### src/rtl/xlat_pkg.sv
package xlat_pkg;
  localparam int VA_W     = 32;
  localparam int PA_W     = 40;
  localparam int ATTR_W   = 10;
  localparam int SPLIT_W  = 3;
  localparam int EXT_W    = PA_W - VA_W;
  localparam int SEC_OFF  = 20;
  localparam int SUP_OFF  = 24;
  localparam int SML_OFF  = 12;
  localparam int LRG_OFF  = 16;
  localparam int L1_IDX_W = VA_W - SEC_OFF;
  localparam int L1_SPAN  = L1_IDX_W + 2;
  localparam int L2_IDX_W = SEC_OFF - SML_OFF;
  localparam int L2_LSB   = L2_IDX_W + 2;

  typedef enum logic [1:0] {
    PK_SECTION = 2'd0,
    PK_SUPER   = 2'd1,
    PK_SMALL   = 2'd2,
    PK_LARGE   = 2'd3
  } page_kind_e;

  typedef enum logic [2:0] {
    S_IDLE, S_L1_ISSUE, S_L1_WAIT, S_L2_ISSUE, S_L2_WAIT, S_DONE
  } walk_state_e;

  typedef struct packed {
    logic              fault;
    logic              fault_l2;
    page_kind_e        kind;
    logic [PA_W-1:0]   pa;
    logic [ATTR_W-1:0] attr;
  } walk_res_t;

  // descriptor type codes, bits [1:0]
  localparam logic [1:0] L1_INVALID = 2'd0;
  localparam logic [1:0] L1_TABLE   = 2'd1;
  localparam logic [1:0] L1_SECTION = 2'd2;
  localparam logic [1:0] L1_SUPER   = 2'd3;
  localparam logic [1:0] L2_LARGE   = 2'd1;
  localparam logic [1:0] L2_SMALL   = 2'd2;

  function automatic logic hi_region(input logic [VA_W-1:0] va,
                                     input logic [SPLIT_W-1:0] n);
    logic [VA_W-1:0] top;
    if (n == '0) return 1'b0;
    top = va >> (VA_W - int'(n));
    return top != '0;
  endfunction

  function automatic logic [VA_W-1:0] l1_desc_addr(input logic [VA_W-1:0] base,
                                                   input logic [VA_W-1:0] va,
                                                   input logic [SPLIT_W-1:0] n,
                                                   input logic hi);
    logic [VA_W-1:0] keep_mask;
    logic [VA_W-1:0] idx_mask;
    logic [VA_W-1:0] idx;
    int shrink;
    shrink    = hi ? 0 : int'(n);
    keep_mask = {VA_W{1'b1}} << (L1_SPAN - shrink);
    idx_mask  = ~({VA_W{1'b1}} << (L1_IDX_W - shrink));
    idx       = (va >> SEC_OFF) & idx_mask;
    return (base & keep_mask) | (idx << 2);
  endfunction

  function automatic logic [VA_W-1:0] l2_desc_addr(input logic [VA_W-1:0] desc,
                                                   input logic [VA_W-1:0] va);
    return {desc[VA_W-1:L2_LSB], va[SEC_OFF-1:SML_OFF], 2'b00};
  endfunction

  function automatic walk_res_t fault_res(input logic second);
    walk_res_t r;
    r          = '0;
    r.fault    = 1'b1;
    r.fault_l2 = second;
    return r;
  endfunction

  function automatic walk_res_t leaf_res(input page_kind_e kind,
                                         input logic [VA_W-1:0] desc,
                                         input logic [VA_W-1:0] va);
    walk_res_t r;
    r      = '0;
    r.kind = kind;
    r.attr = desc[ATTR_W+1:2];
    case (kind)
      PK_SECTION: r.pa = PA_W'({desc[VA_W-1:SEC_OFF], va[SEC_OFF-1:0]});
      PK_SUPER:   r.pa = {desc[SUP_OFF-1 -: EXT_W], desc[VA_W-1:SUP_OFF], va[SUP_OFF-1:0]};
      PK_SMALL:   r.pa = PA_W'({desc[VA_W-1:SML_OFF], va[SML_OFF-1:0]});
      default:    r.pa = PA_W'({desc[VA_W-1:LRG_OFF], va[LRG_OFF-1:0]});
    endcase
    return r;
  endfunction
endpackage

### src/rtl/xlat_base_sel.sv
module xlat_base_sel
  import xlat_pkg::*;
(
  input  logic               clk,
  input  logic               rst_n,
  input  logic [VA_W-1:0]    va,
  input  logic [VA_W-1:0]    base_lo,
  input  logic [VA_W-1:0]    base_hi,
  input  logic [SPLIT_W-1:0] split,
  output logic               use_hi,
  output logic [VA_W-1:0]    l1_addr
);
  always_comb begin
    use_hi  = hi_region(va, split);
    l1_addr = l1_desc_addr(use_hi ? base_hi : base_lo, va, split, use_hi);
  end

  AST_HI_NEEDS_SPLIT: assert property (@(posedge clk) disable iff (!rst_n)
    use_hi |-> (split != '0));
  AST_L1_WORD_ALIGNED: assert property (@(posedge clk) disable iff (!rst_n)
    l1_addr[1:0] == 2'b00);
endmodule

### src/rtl/xlat_l1_decode.sv
module xlat_l1_decode
  import xlat_pkg::*;
(
  input  logic            clk,
  input  logic            rst_n,
  input  logic [VA_W-1:0] desc,
  input  logic [VA_W-1:0] va,
  output logic            is_table,
  output logic [VA_W-1:0] l2_addr,
  output walk_res_t       res
);
  always_comb begin
    is_table = 1'b0;
    l2_addr  = l2_desc_addr(desc, va);
    case (desc[1:0])
      L1_TABLE: begin
        is_table = 1'b1;
        res      = '0;
      end
      L1_SECTION: res = leaf_res(PK_SECTION, desc, va);
      L1_SUPER:   res = leaf_res(PK_SUPER, desc, va);
      default:    res = fault_res(1'b0);
    endcase
  end

  AST_L1_TABLE_NO_FAULT: assert property (@(posedge clk) disable iff (!rst_n)
    is_table |-> !res.fault);
  AST_L1_SECTION_OFFSET: assert property (@(posedge clk) disable iff (!rst_n)
    (!is_table && !res.fault && res.kind == PK_SECTION) |->
      res.pa[SEC_OFF-1:0] == va[SEC_OFF-1:0]);
  AST_L1_FAULT_LEVEL: assert property (@(posedge clk) disable iff (!rst_n)
    res.fault |-> !res.fault_l2);
endmodule

### src/rtl/xlat_l2_decode.sv
module xlat_l2_decode
  import xlat_pkg::*;
(
  input  logic            clk,
  input  logic            rst_n,
  input  logic [VA_W-1:0] desc,
  input  logic [VA_W-1:0] va,
  output walk_res_t       res
);
  always_comb begin
    case (desc[1:0])
      L2_SMALL: res = leaf_res(PK_SMALL, desc, va);
      L2_LARGE: res = leaf_res(PK_LARGE, desc, va);
      default:  res = fault_res(1'b1);
    endcase
  end

  AST_L2_FAULT_LEVEL: assert property (@(posedge clk) disable iff (!rst_n)
    res.fault |-> res.fault_l2);
  AST_L2_SMALL_OFFSET: assert property (@(posedge clk) disable iff (!rst_n)
    (!res.fault && res.kind == PK_SMALL) |->
      res.pa[SML_OFF-1:0] == va[SML_OFF-1:0]);
endmodule

### src/rtl/xlat_walker.sv
module xlat_walker
  import xlat_pkg::*;
(
  input  logic               clk,
  input  logic               rst_n,
  input  logic               req_valid,
  output logic               req_ready,
  input  logic [VA_W-1:0]    req_va,
  input  logic [VA_W-1:0]    tbl_base_lo,
  input  logic [VA_W-1:0]    tbl_base_hi,
  input  logic [SPLIT_W-1:0] split_n,
  output logic               mem_req_valid,
  output logic [VA_W-1:0]    mem_req_addr,
  input  logic               mem_rsp_valid,
  input  logic [VA_W-1:0]    mem_rsp_data,
  output logic               done_valid,
  output logic               done_fault,
  output logic               done_fault_l2,
  output logic [1:0]         done_kind,
  output logic [PA_W-1:0]    done_pa,
  output logic [ATTR_W-1:0]  done_attr
);
  walk_state_e     state_q;
  logic [VA_W-1:0] va_q;
  logic [VA_W-1:0] addr_q;
  walk_res_t       res_q;

  logic            use_hi;
  logic [VA_W-1:0] l1_addr;
  logic            is_table;
  logic [VA_W-1:0] l2_addr;
  walk_res_t       l1_res;
  walk_res_t       l2_res;

  // named events for the checks
  logic ev_accept, ev_l1_rsp, ev_l2_rsp, ev_to_l2;
  assign ev_accept = req_valid && (state_q == S_IDLE);
  assign ev_l1_rsp = mem_rsp_valid && (state_q == S_L1_WAIT);
  assign ev_l2_rsp = mem_rsp_valid && (state_q == S_L2_WAIT);
  assign ev_to_l2  = ev_l1_rsp && is_table;

  xlat_base_sel u_base_sel (
    .clk     (clk),
    .rst_n   (rst_n),
    .va      (req_va),
    .base_lo (tbl_base_lo),
    .base_hi (tbl_base_hi),
    .split   (split_n),
    .use_hi  (use_hi),
    .l1_addr (l1_addr)
  );

  xlat_l1_decode u_l1_dec (
    .clk      (clk),
    .rst_n    (rst_n),
    .desc     (mem_rsp_data),
    .va       (va_q),
    .is_table (is_table),
    .l2_addr  (l2_addr),
    .res      (l1_res)
  );

  xlat_l2_decode u_l2_dec (
    .clk   (clk),
    .rst_n (rst_n),
    .desc  (mem_rsp_data),
    .va    (va_q),
    .res   (l2_res)
  );

  always_ff @(posedge clk or negedge rst_n) begin
    if (!rst_n) begin
      state_q <= S_IDLE;
      va_q    <= '0;
      addr_q  <= '0;
      res_q   <= '0;
    end else begin
      case (state_q)
        S_IDLE: if (ev_accept) begin
          va_q    <= req_va;
          addr_q  <= l1_addr;
          state_q <= S_L1_ISSUE;
        end
        S_L1_ISSUE: state_q <= S_L1_WAIT;
        S_L1_WAIT: if (ev_l1_rsp) begin
          if (is_table) begin
            addr_q  <= l2_addr;
            state_q <= S_L2_ISSUE;
          end else begin
            res_q   <= l1_res;
            state_q <= S_DONE;
          end
        end
        S_L2_ISSUE: state_q <= S_L2_WAIT;
        S_L2_WAIT: if (ev_l2_rsp) begin
          res_q   <= l2_res;
          state_q <= S_DONE;
        end
        default: state_q <= S_IDLE;
      endcase
    end
  end

  assign req_ready     = (state_q == S_IDLE);
  assign mem_req_valid = (state_q == S_L1_ISSUE) || (state_q == S_L2_ISSUE);
  assign mem_req_addr  = addr_q;
  assign done_valid    = (state_q == S_DONE);
  assign done_fault    = res_q.fault;
  assign done_fault_l2 = res_q.fault_l2;
  assign done_kind     = res_q.kind;
  assign done_pa       = res_q.pa;
  assign done_attr     = res_q.attr;

  AST_REQ_PULSE: assert property (@(posedge clk) disable iff (!rst_n)
    mem_req_valid |=> !mem_req_valid);
  AST_DONE_PULSE: assert property (@(posedge clk) disable iff (!rst_n)
    done_valid |=> (!done_valid && req_ready));
  AST_BUSY_AFTER_ACCEPT: assert property (@(posedge clk) disable iff (!rst_n)
    ev_accept |=> !req_ready);
  AST_LEAF_ONE_READ: assert property (@(posedge clk) disable iff (!rst_n)
    (ev_l1_rsp && !is_table) |=> done_valid);
  AST_TABLE_SECOND_READ: assert property (@(posedge clk) disable iff (!rst_n)
    ev_to_l2 |=> mem_req_valid);
  AST_FAULT_ZERO: assert property (@(posedge clk) disable iff (!rst_n)
    (done_valid && done_fault) |-> (done_pa == '0 && done_attr == '0));
  AST_SUPER_OFFSET: assert property (@(posedge clk) disable iff (!rst_n)
    (done_valid && !done_fault && done_kind == PK_SUPER) |->
      done_pa[SUP_OFF-1:0] == va_q[SUP_OFF-1:0]);
  AST_LARGE_OFFSET: assert property (@(posedge clk) disable iff (!rst_n)
    (done_valid && !done_fault && done_kind == PK_LARGE) |->
      done_pa[LRG_OFF-1:0] == va_q[LRG_OFF-1:0]);
endmodule

### config.mk
export PLATFORM = sky130hd
export DESIGN_NAME = xlat_walker
export DESIGN_NICKNAME = d
export VERILOG_FILES = /design/src/rtl/xlat_pkg.sv /design/src/rtl/xlat_base_sel.sv /design/src/rtl/xlat_l1_decode.sv /design/src/rtl/xlat_l2_decode.sv /design/src/rtl/xlat_walker.sv
export SDC_FILE = /design/constraint.sdc
export NUM_CORES = 1
export LEC_CHECK = 0
export BUFFER_PORTS_ARGS = -buffer_cell sky130_fd_sc_hd__buf_2
export CAP_MARGIN = 0
export CORE_MARGIN = 2
export CORE_UTILIZATION = 52
export DETAILED_ROUTE_END_ITERATION = 8
export GPL_ROUTABILITY_DRIVEN = 0
export PLACE_DENSITY = 0.87
export RECOVER_POWER = 25
export SLEW_MARGIN = 20
export SYNTH_ARGS = -nofsm -noshare
export SYNTH_HDL_FRONTEND = slang
export SYNTH_SLANG_ARGS = --single-unit
### constraint.sdc
create_clock -name clk -period 3.34 [get_ports clk]
set_input_delay 0.334 -clock clk [delete_from_list [all_inputs] [get_ports clk]]
set_output_delay 0.334 -clock clk [all_outputs]
set_load 0.1 [all_outputs]
# After elaboration in Yosys (flattened, before gate mapping)
# Cells that the tools add are included.
# word_totals
reg_bits,113
input_bits,135
output_inout_bits,89
wordCells,65
# op_classes
addsub,3
n_eq_ne,13
shifts,3
n_mux,21
bitwise,4
reduce_logical,13
# ops
operator,count
54-bit one-hot mux with 2 select lines,2
54-bit two-way mux,3
54-bit one-hot mux with 3 select lines,1
32-bit two-way mux,4
32-bit one-hot mux with 2 select lines,1
5-bit by 32-bit subtractor with 32-bit output (first input constant),2
32-bit bitwise AND,1
32-bit bitwise OR,1
32-bit nonzero test,1
32-bit by 32-bit << shifter with 30-bit output (first input constant),1
32-bit by 32-bit << shifter with 32-bit output (first input constant),1
32-bit by 32-bit >> shifter with 32-bit output,1
12-bit by 30-bit bitwise AND with 30-bit output,1
30-bit NOT,1
3-bit two-way mux,5
3-bit one-hot mux with 5 select lines,1
2-bit inequality test (second input constant),4
4-bit AND reduction,2
6-bit by 3-bit subtractor with 7-bit output (first input constant),1
3-bit by 2-bit == test with 1-bit output (second input constant),2
3-bit == test (second input constant),2
3-bit zero test,2
2-bit == test (second input constant),2
1-bit two-way mux,4
other kinds (8),11

# Logic depth before layout (Yosys ltp)
# Gate-level depths: netlist of run 1.
# logic_depth
word_depth,12
mapped_depth,17
mapped_depth_nobuf,17

# Cells and area by module
# From an unflattened synthesis of run 1, not the netlist that was laid out.
# unflattened
cells_unflattened,646
area_unflattened_um2,7656.1
# by_module_without_submodules
mod,instances,cells_per_inst,area_per_inst_um2,seq_area_each_um2
xlat_walker,1,372,5626.6,3027.9
xlat_base_sel,1,108,838.3,0.0
xlat_l1_decode,1,99,676.9,0.0
xlat_l2_decode,1,67,514.2,0.0

# Worst setup path before layout of run 1
# Ideal clock, no wire load.
# synth_timing
path_kind,flip-flop to output port
startpoint,register state_q[1]
endpoint,output req_ready
t_arrival_ns,2.596
required_time_ns,3.006
path_slack_ns,0.410
path_stages_with_launch,3
n_path_buf,1
path_cell_list,dfrtp_1 -> buf_2 -> nor3_1
# synth_between
elab_chain_len,1
# synth_rtl
item,line_no,rtl
start: declaration,xlat_walker.sv:23,walk_state_e state_q;
start signal: assignment,xlat_walker.sv:73,state_q <= S_IDLE;
start signal: assignment,xlat_walker.sv:82,state_q <= S_L1_ISSUE;
start signal: assignment,xlat_walker.sv:84,S_L1_ISSUE: state_q <= S_L1_WAIT;
3-bit zero test,xlat_walker.sv:104,assign req_ready = (state_q == S_IDLE);
end: declaration,xlat_walker.sv:7,"output logic req_ready,"
# No other way between the ends.

# Final worst setup path of run 1
# layout_timing
startpoint,input split_n[1]
endpoint,register addr_q[9] (netlist: mem_req_addr[9])
# layout_between
elab_chain_len,12
word_cells_on_any_way,18
cone_classes,add/sub: 3; shift: 3; mux: 6; bitwise: 4; reduce/logical: 2
# layout_rtl
item,line_no,rtl
start: declaration,xlat_walker.sv:11,"input logic [SPLIT_W-1:0] split_n,"
6-bit by 3-bit subtractor with 7-bit output,xlat_pkg.sv:47,top = va >> (VA_W - int'(n));
32-bit by 32-bit >> shifter with 32-bit output,xlat_pkg.sv:47,
32-bit nonzero test,xlat_pkg.sv:48,return top != '0;
1-bit two-way mux,xlat_pkg.sv:47,
3-bit two-way mux,xlat_pkg.sv:59,shrink = hi ? 0 : int'(n);
5-bit by 32-bit subtractor with 32-bit output,xlat_pkg.sv:61,idx_mask = ~({VA_W{1'b1}} << (L1_IDX_W - shrink));
32-bit by 32-bit << shifter with 30-bit output,xlat_pkg.sv:61,
30-bit NOT,xlat_pkg.sv:61,
12-bit by 30-bit bitwise AND with 30-bit output,xlat_pkg.sv:62,idx = (va >> SEC_OFF) & idx_mask;
32-bit bitwise OR (*),xlat_pkg.sv:63,return (base & keep_mask) | (idx << 2);
32-bit two-way mux (*),xlat_walker.sv:79,S_IDLE: if (ev_accept) begin
32-bit one-hot mux with 2 select lines (*),xlat_walker.sv:78,case (state_q)
end signal: assignment,xlat_walker.sv:81,addr_q <= l1_addr;
end signal: assignment,xlat_walker.sv:87,addr_q <= l2_addr;
end: declaration,xlat_walker.sv:25,logic [VA_W-1:0] addr_q;
# Every way passes the cells marked *; elsewhere a longest branch is shown, timed or not. The select of a mux whose other input is x is not followed.
# A chain may end at the register's enable or synchronous reset.

==> impl_metrics.yaml, run 1 <==
yosys:
  netlist_area_um2: 5525
  synth_area_leaders: "dfrtp_1 51%, nand2_1 7.1%, a22o_1 6.3%"
  ys.flop_type: "dfrtp_1"
  seq_area_frac_synth_pct: 51.18
  synthArstFlopShare_pct: 100.0
  synth_top_area_share_pct: 51.18
  ys_types: 61
  synth-warning-count: 0
  syn-instance-count: 553
  ys_ff_latch: 113
  syn_avg_cell_area_um2: 9.991
  synth_nets: 703
  synth-edff-count: 0
  synth_top_cell_by_area: "dfrtp_1"
worst_setup_path:
  critPathLaunchType: "input pin"
  critPathTopFamily: "simple AND/OR/NAND/NOR gates"
  crit_buf_inv: 4
  worstPathArrival_ns: 3.32
  required_ns: 3.76
  slowest_delay_ns: 0.32
  setup.worst_path.end_class: "flop"
  worst-r2r-cell-count: 6
  path_cells: "buf_2, inv_2, ha_1, ha_1, nor4_1, nor3_1, o21a_2, nor2_4, nand2_1, inv_1, ha_1, inv_1, ha_1, nor2_1, nand3_1, nand2_1, a21oi_1, a31oi_1"
  crit_slowest_cell: "ha_1"
  worstSetupPathType: "input pin to flop"
  worstPathMaxFanout: 7
  critical_path_depth: 18
  crit_top_cell: "ha_1"
clocking:
  worstSkewPairLatency_ns: 0.50
  clk_pin_slew_ns: 0.06
  cts_buffers: 17
  cts_num_sinks: 113
  ctsLongestPathBuffers: 2
  cts-root-buf: "clkbuf_8"
  cts_tree: "built"
  cts_max_level: 4
  post_cts_buffers: 0
floorplan:
  core-area_um2: 10320
  die_x_um: 107.1
  initial_utilization_pct: 53.52
  die_h_um: 107.1
  num_rows: 37
  io_pins: 224
  dieArea_um2: 11470
routing:
  vias_per_cell: 5.735
  wl_um: 16970
  dr.pass1.iters: 6
  routedWlPerCell_um: 18.53
  drt-met1-wl_um: 6733
  ant_nets: 0
  wl_met2_um: 8530
  drc: 0
  drt_iter0_drc: 447
  dr_wl_met3_um: 1291
  vias: 5253
  top_layer: "met4"
timing:
  fin_crit_ns: 2.903
  slew_violations: 0
  slew-limit-headroom_pct: 10.58
  clock.fmax_ghz: 0.3444
  clock_skew_ns: 0.01066
  hold_viol: 0
  setup_violations: 0
  period_share_pct: 86.92
  setup_tns_ns: 0
  rsz0062_at_grt: "no"
  worst_pin_slew_ns: 1.341
worst_hold_path:
  hold_class: "input pin to flop"
  min_path_cells: 3
final_layout:
  fin_cells: 916
  stdcell_area_um2: 7301
  final_common_cell: "buf_2"
  fillCellCount: 745
  mostFrequentLayoutCells: "211 x buf_2, 113 x dfrtp_1, 105 x nand2_1"
  drive_above_1_share_pct: 35.90
  diodes: 0
  area_growth_pct: 32.13
  nets: 918
status:
  outcome: "completed"
grt:
  grt_max_degree: 55
  antenna_found_initial: 0
  grt_pass1_wl_um: 26540
  grt_pass1_vias: 5213
  grt_util_all_layers_pct: 29.90
  overflow: 0
place:
  dp_hpwl_um: 12480
  portBuffers: 212
  dp_cells: 884
  post_dp_cell_area_um2: 6701
flow_run:
  maxCapViolations: 0
[sequential cells by signal, indices dropped and copies added (netlist names)]
signal / count
done_kind: 2
va_q: 24
mem_req_addr: 32
done_fault_l2: 1
done_attr: 10
state_q: 3
done_fault: 1
done_pa: 40
[through the flow]
step / worst slack [ns] / util [%] / hold WS, ns
final: 0.4368 / 70.72 / 0.02748
after floorplan: 0.4102 / - / 0.03841
after global placement: 0.1847 / 64.91 / 0.4071
after CTS: 0.5244 / 70.77 / 0.01656
after detailed placement: 0.01508 / 64.91 / 0.4141
after global routing: 0.2439 / 70.72 / 0.02052
[cell families after synthesis]
group	count (synthesis)	synth area share (%)
muxes	24	4.370
and+or+nand+nor	200	16.53
buffers and inverters	45	4.008
adders and majority gates	15	3.397
DFF	113	51.18
AOI/OAI and AO/OA	156	20.52
[what timing repair did]
action	4_1_cts	5_1_grt
resized for setup	0	0
hold buffers	1	0
setup endpoints to repair	0	0
endpoints found under the hold margin	52	0
[area by class of cell]
type / instances / area (um2) / share of cell area (%)
flip-flops and latches: 113 / 2828 / 38.73
multi-input cells: 395 / 2476 / 33.92
clock inverters: 9 / 131.4 / 1.799
inverters: 13 / 51.30 / 0.7027
repair buffers: 228 / 1181 / 16.18
well taps: 136 / 170.2 / 2.331
clock buffers: 22 / 462.9 / 6.341
[tightest hold or removal path: cells and delay by family]
family	cells	cell delay, ns
simple gates	2	0.09
buf+inv	1	0.07
[layer usage]
layer  vias to the layer above  track usage [%]
met4                         0            12.15
met2                       280            50.27
met5                         -                0
met1                      2517            37.46
li1                       2419                -
met3                        37            6.444
[synth_stat cells, drive strengths merged (4+ instances only)]
library cell and number:
a21oi 31, clkbuf 8, a31oi 4, o211ai 6
and2 7, dfrtp 113, o21a 5, inv 13
nor2b 4, a22oi 9, nor3 10, a22o 40
a221o 5, nand2 106, nor2 49, a311oi 5
nand3 9, ha 15, buf 24, o22ai 18
mux2i 23, o21ai 22
[path summary, 6_finish.rpt]
path / start / end / slack, ns
hold reg to reg: va_q[8] / va_q[8] / 0.47
setup reg to reg: state_q[0] / done_pa[5] / 0.79
min in group asynchronous: rst_n / done_pa[0] / 0.66
hold / removal: req_va[14] / va_q[14] / 0.03
max in group asynchronous: rst_n / mem_req_addr[4] / 1.26
setup / recovery: split_n[1] / mem_req_addr[9] / 0.44
Power of run 1 is left out: the tool's default activity adds up to more than one toggle a clock period on the data nets, which glitch-free logic cannot reach.
==> run 2, diff against run 1 <==
ABC_CLOCK_PERIOD_IN_PS = 3340   (was unset)
CORE_ASPECT_RATIO = 0.9   (was unset)
==> run 2 against run 1 <==
Compared with the run above: the run now ends with capacitance limit, slew limit left; clock skew decreased by 0.00082 ns; fmax fell by 7.7%; sequential share of layout area increased by 0.20 points; critical path depth shrank 3; via count is 1.9% higher; hold slack improved by 0.10 ns; largest cell class unchanged.
==> impl_metrics.yaml, run 2 (synthesized netlist as in run 1, its figures left out) <==
routing:
  dr.pass1.iters: 5
  vias: 5354
  drc: 0
  wl_um: 17180
  ant_nets: 0
  routedWlPerCell_um: 18.94
  drt_iter0_drc: 496
  vias_per_cell: 5.903
grt:
  grt_max_degree: 71
  overflow: 0
  grt_pass1_wl_um: 26210
  antenna_found_initial: 0
  grt_util_all_layers_pct: 29.58
  grt_pass1_vias: 5135
timing:
  whs_ns: 0.1314
  clock.fmax_ghz: 0.3178
  fin_crit_ns: 3.147
  slew-limit-headroom_pct: -13.64
  setup_tns_ns: 0
  slew_violations: 71
  setup_violations: 0
  clock_skew_ns: 0.009843
  worst_slack_ns: 0.1931
  hold_viol: 0
  rsz0062_at_grt: "no"
  period_share_pct: 94.22
  worst_pin_slew_ns: 1.705
worst_setup_path:
  worstSetupPathType: "input pin to flop"
  slowest_delay_ns: 0.38
  rrSetupSlack_ns: 0.87
  worstPathArrival_ns: 3.42
  worstPathMaxFanout: 7
  required_ns: 3.61
  crit_slowest_cell: "or3_1"
  setup.worst_path.end_class: "flop"
  path_cells: "buf_2, inv_4, ha_1, ha_1, o31a_1, nor3_1, o21a_2, nor2_4, nand2_1, ha_1, inv_1, ha_1, inv_1, or3_1, a221o_1"
  critPathLaunchType: "input pin"
  crit_top_cell: "ha_1"
clocking:
  cts_hold_buf: 0
  ctsLongestPathBuffers: 2
  cts_tree: "built"
  worstSkewPairLatency_ns: 0.39
  post_cts_buffers: 0
  cts-root-buf: "clkbuf_16"
  cts_num_sinks: 113
  clk_pin_slew_ns: 0.06
  cts_buffers: 17
  cts_max_level: 4
  cts_resized: 0
floorplan:
  num_rows: 35
  core-area_um2: 10290
  die_x_um: 112.7
  io_pins: 224
  initial_utilization_pct: 53.69
  die_h_um: 101.8
  dieArea_um2: 11470
final_layout:
  final_common_cell: "buf_2"
  diodes: 0
  mostFrequentLayoutCells: "211 x buf_2, 113 x dfrtp_1, 104 x nand2_1"
  stdcell_area_um2: 7263
  largest_reg_flops: 40
  nets: 915
  drive_above_1_share_pct: 35.99
  area_growth_pct: 31.45
status:
  failed_checks: "capacitance limit, slew limit"
  outcome: "finished, violations left"
place:
  portBuffers: 212
  pre_cts_ws_ns: -0.08130
  post_dp_cell_area_um2: 6680
  dp_hpwl_um: 12580
worst_hold_path:
  hold_class: "input pin to flop"
flow_run:
  maxCapViolations: 1
[run 2: changes by cell type in the layout (fill, tap and decap cells not counted), sizes merged]
cell and delta:
buf -2, clkinv +2, inv +2, bufinv -1, dlygate4sd3 -1, clkbuf -2
[run 2: area by class of cell]
class                           instances  area (um2)
Tap cell                              129       161.4
Inverter                               13       51.30
Clock buffer                           20       456.7
Fill cell                             745        3028
Sequential cell                       113        2828
Clock inverter                         12       132.6
Multi-Input combinational cell        395        2479
Timing Repair Buffer                  225        1155
[run 2: critical path, delay by kind of cell]
kind,cells,cell delay [ns]
AOI/OAI and AO/OA,3,0.75
adders and majority gates,4,1.10
buffers and inverters,4,0.40
and+or+nand+nor,4,0.83
[run 2: metrics by stage]
stage / utilization, % / std cells
floorplan: - / 553
global placement: 64.91 / 875
detailed placement: 64.91 / 875
CTS: 70.64 / 907
global route: 70.58 / 907
finish: 70.58 / 907
[run 2: layer usage]
| metal | vias to the layer above | routed length (um) | global-route usage (%) |
|---|---|---|---|
| met2 | 339 | 8169 | 48.55 |
| li1 | 2402 | - | - |
| met5 | - | 0 | 0 |
| met1 | 2571 | 6871 | 37.86 |
| met3 | 42 | 1673 | 7.062 |
| met4 | 0 | 467 | 13.04 |
[run 2: path summary, 6_finish.rpt]
path,startpoint,end,cells after the start
max in group asynchronous,rst_n,va_q[9],2
min in group asynchronous,rst_n,done_pa[5],1
worst min-delay path,req_va[13],va_q[13],3
worst max register to register,state_q[0],done_pa[2],6
worst min register to register,done_fault,done_fault,2
worst max-delay path,split_n[0],mem_req_addr[3],15
Power of run 2 is left out for the same reason.
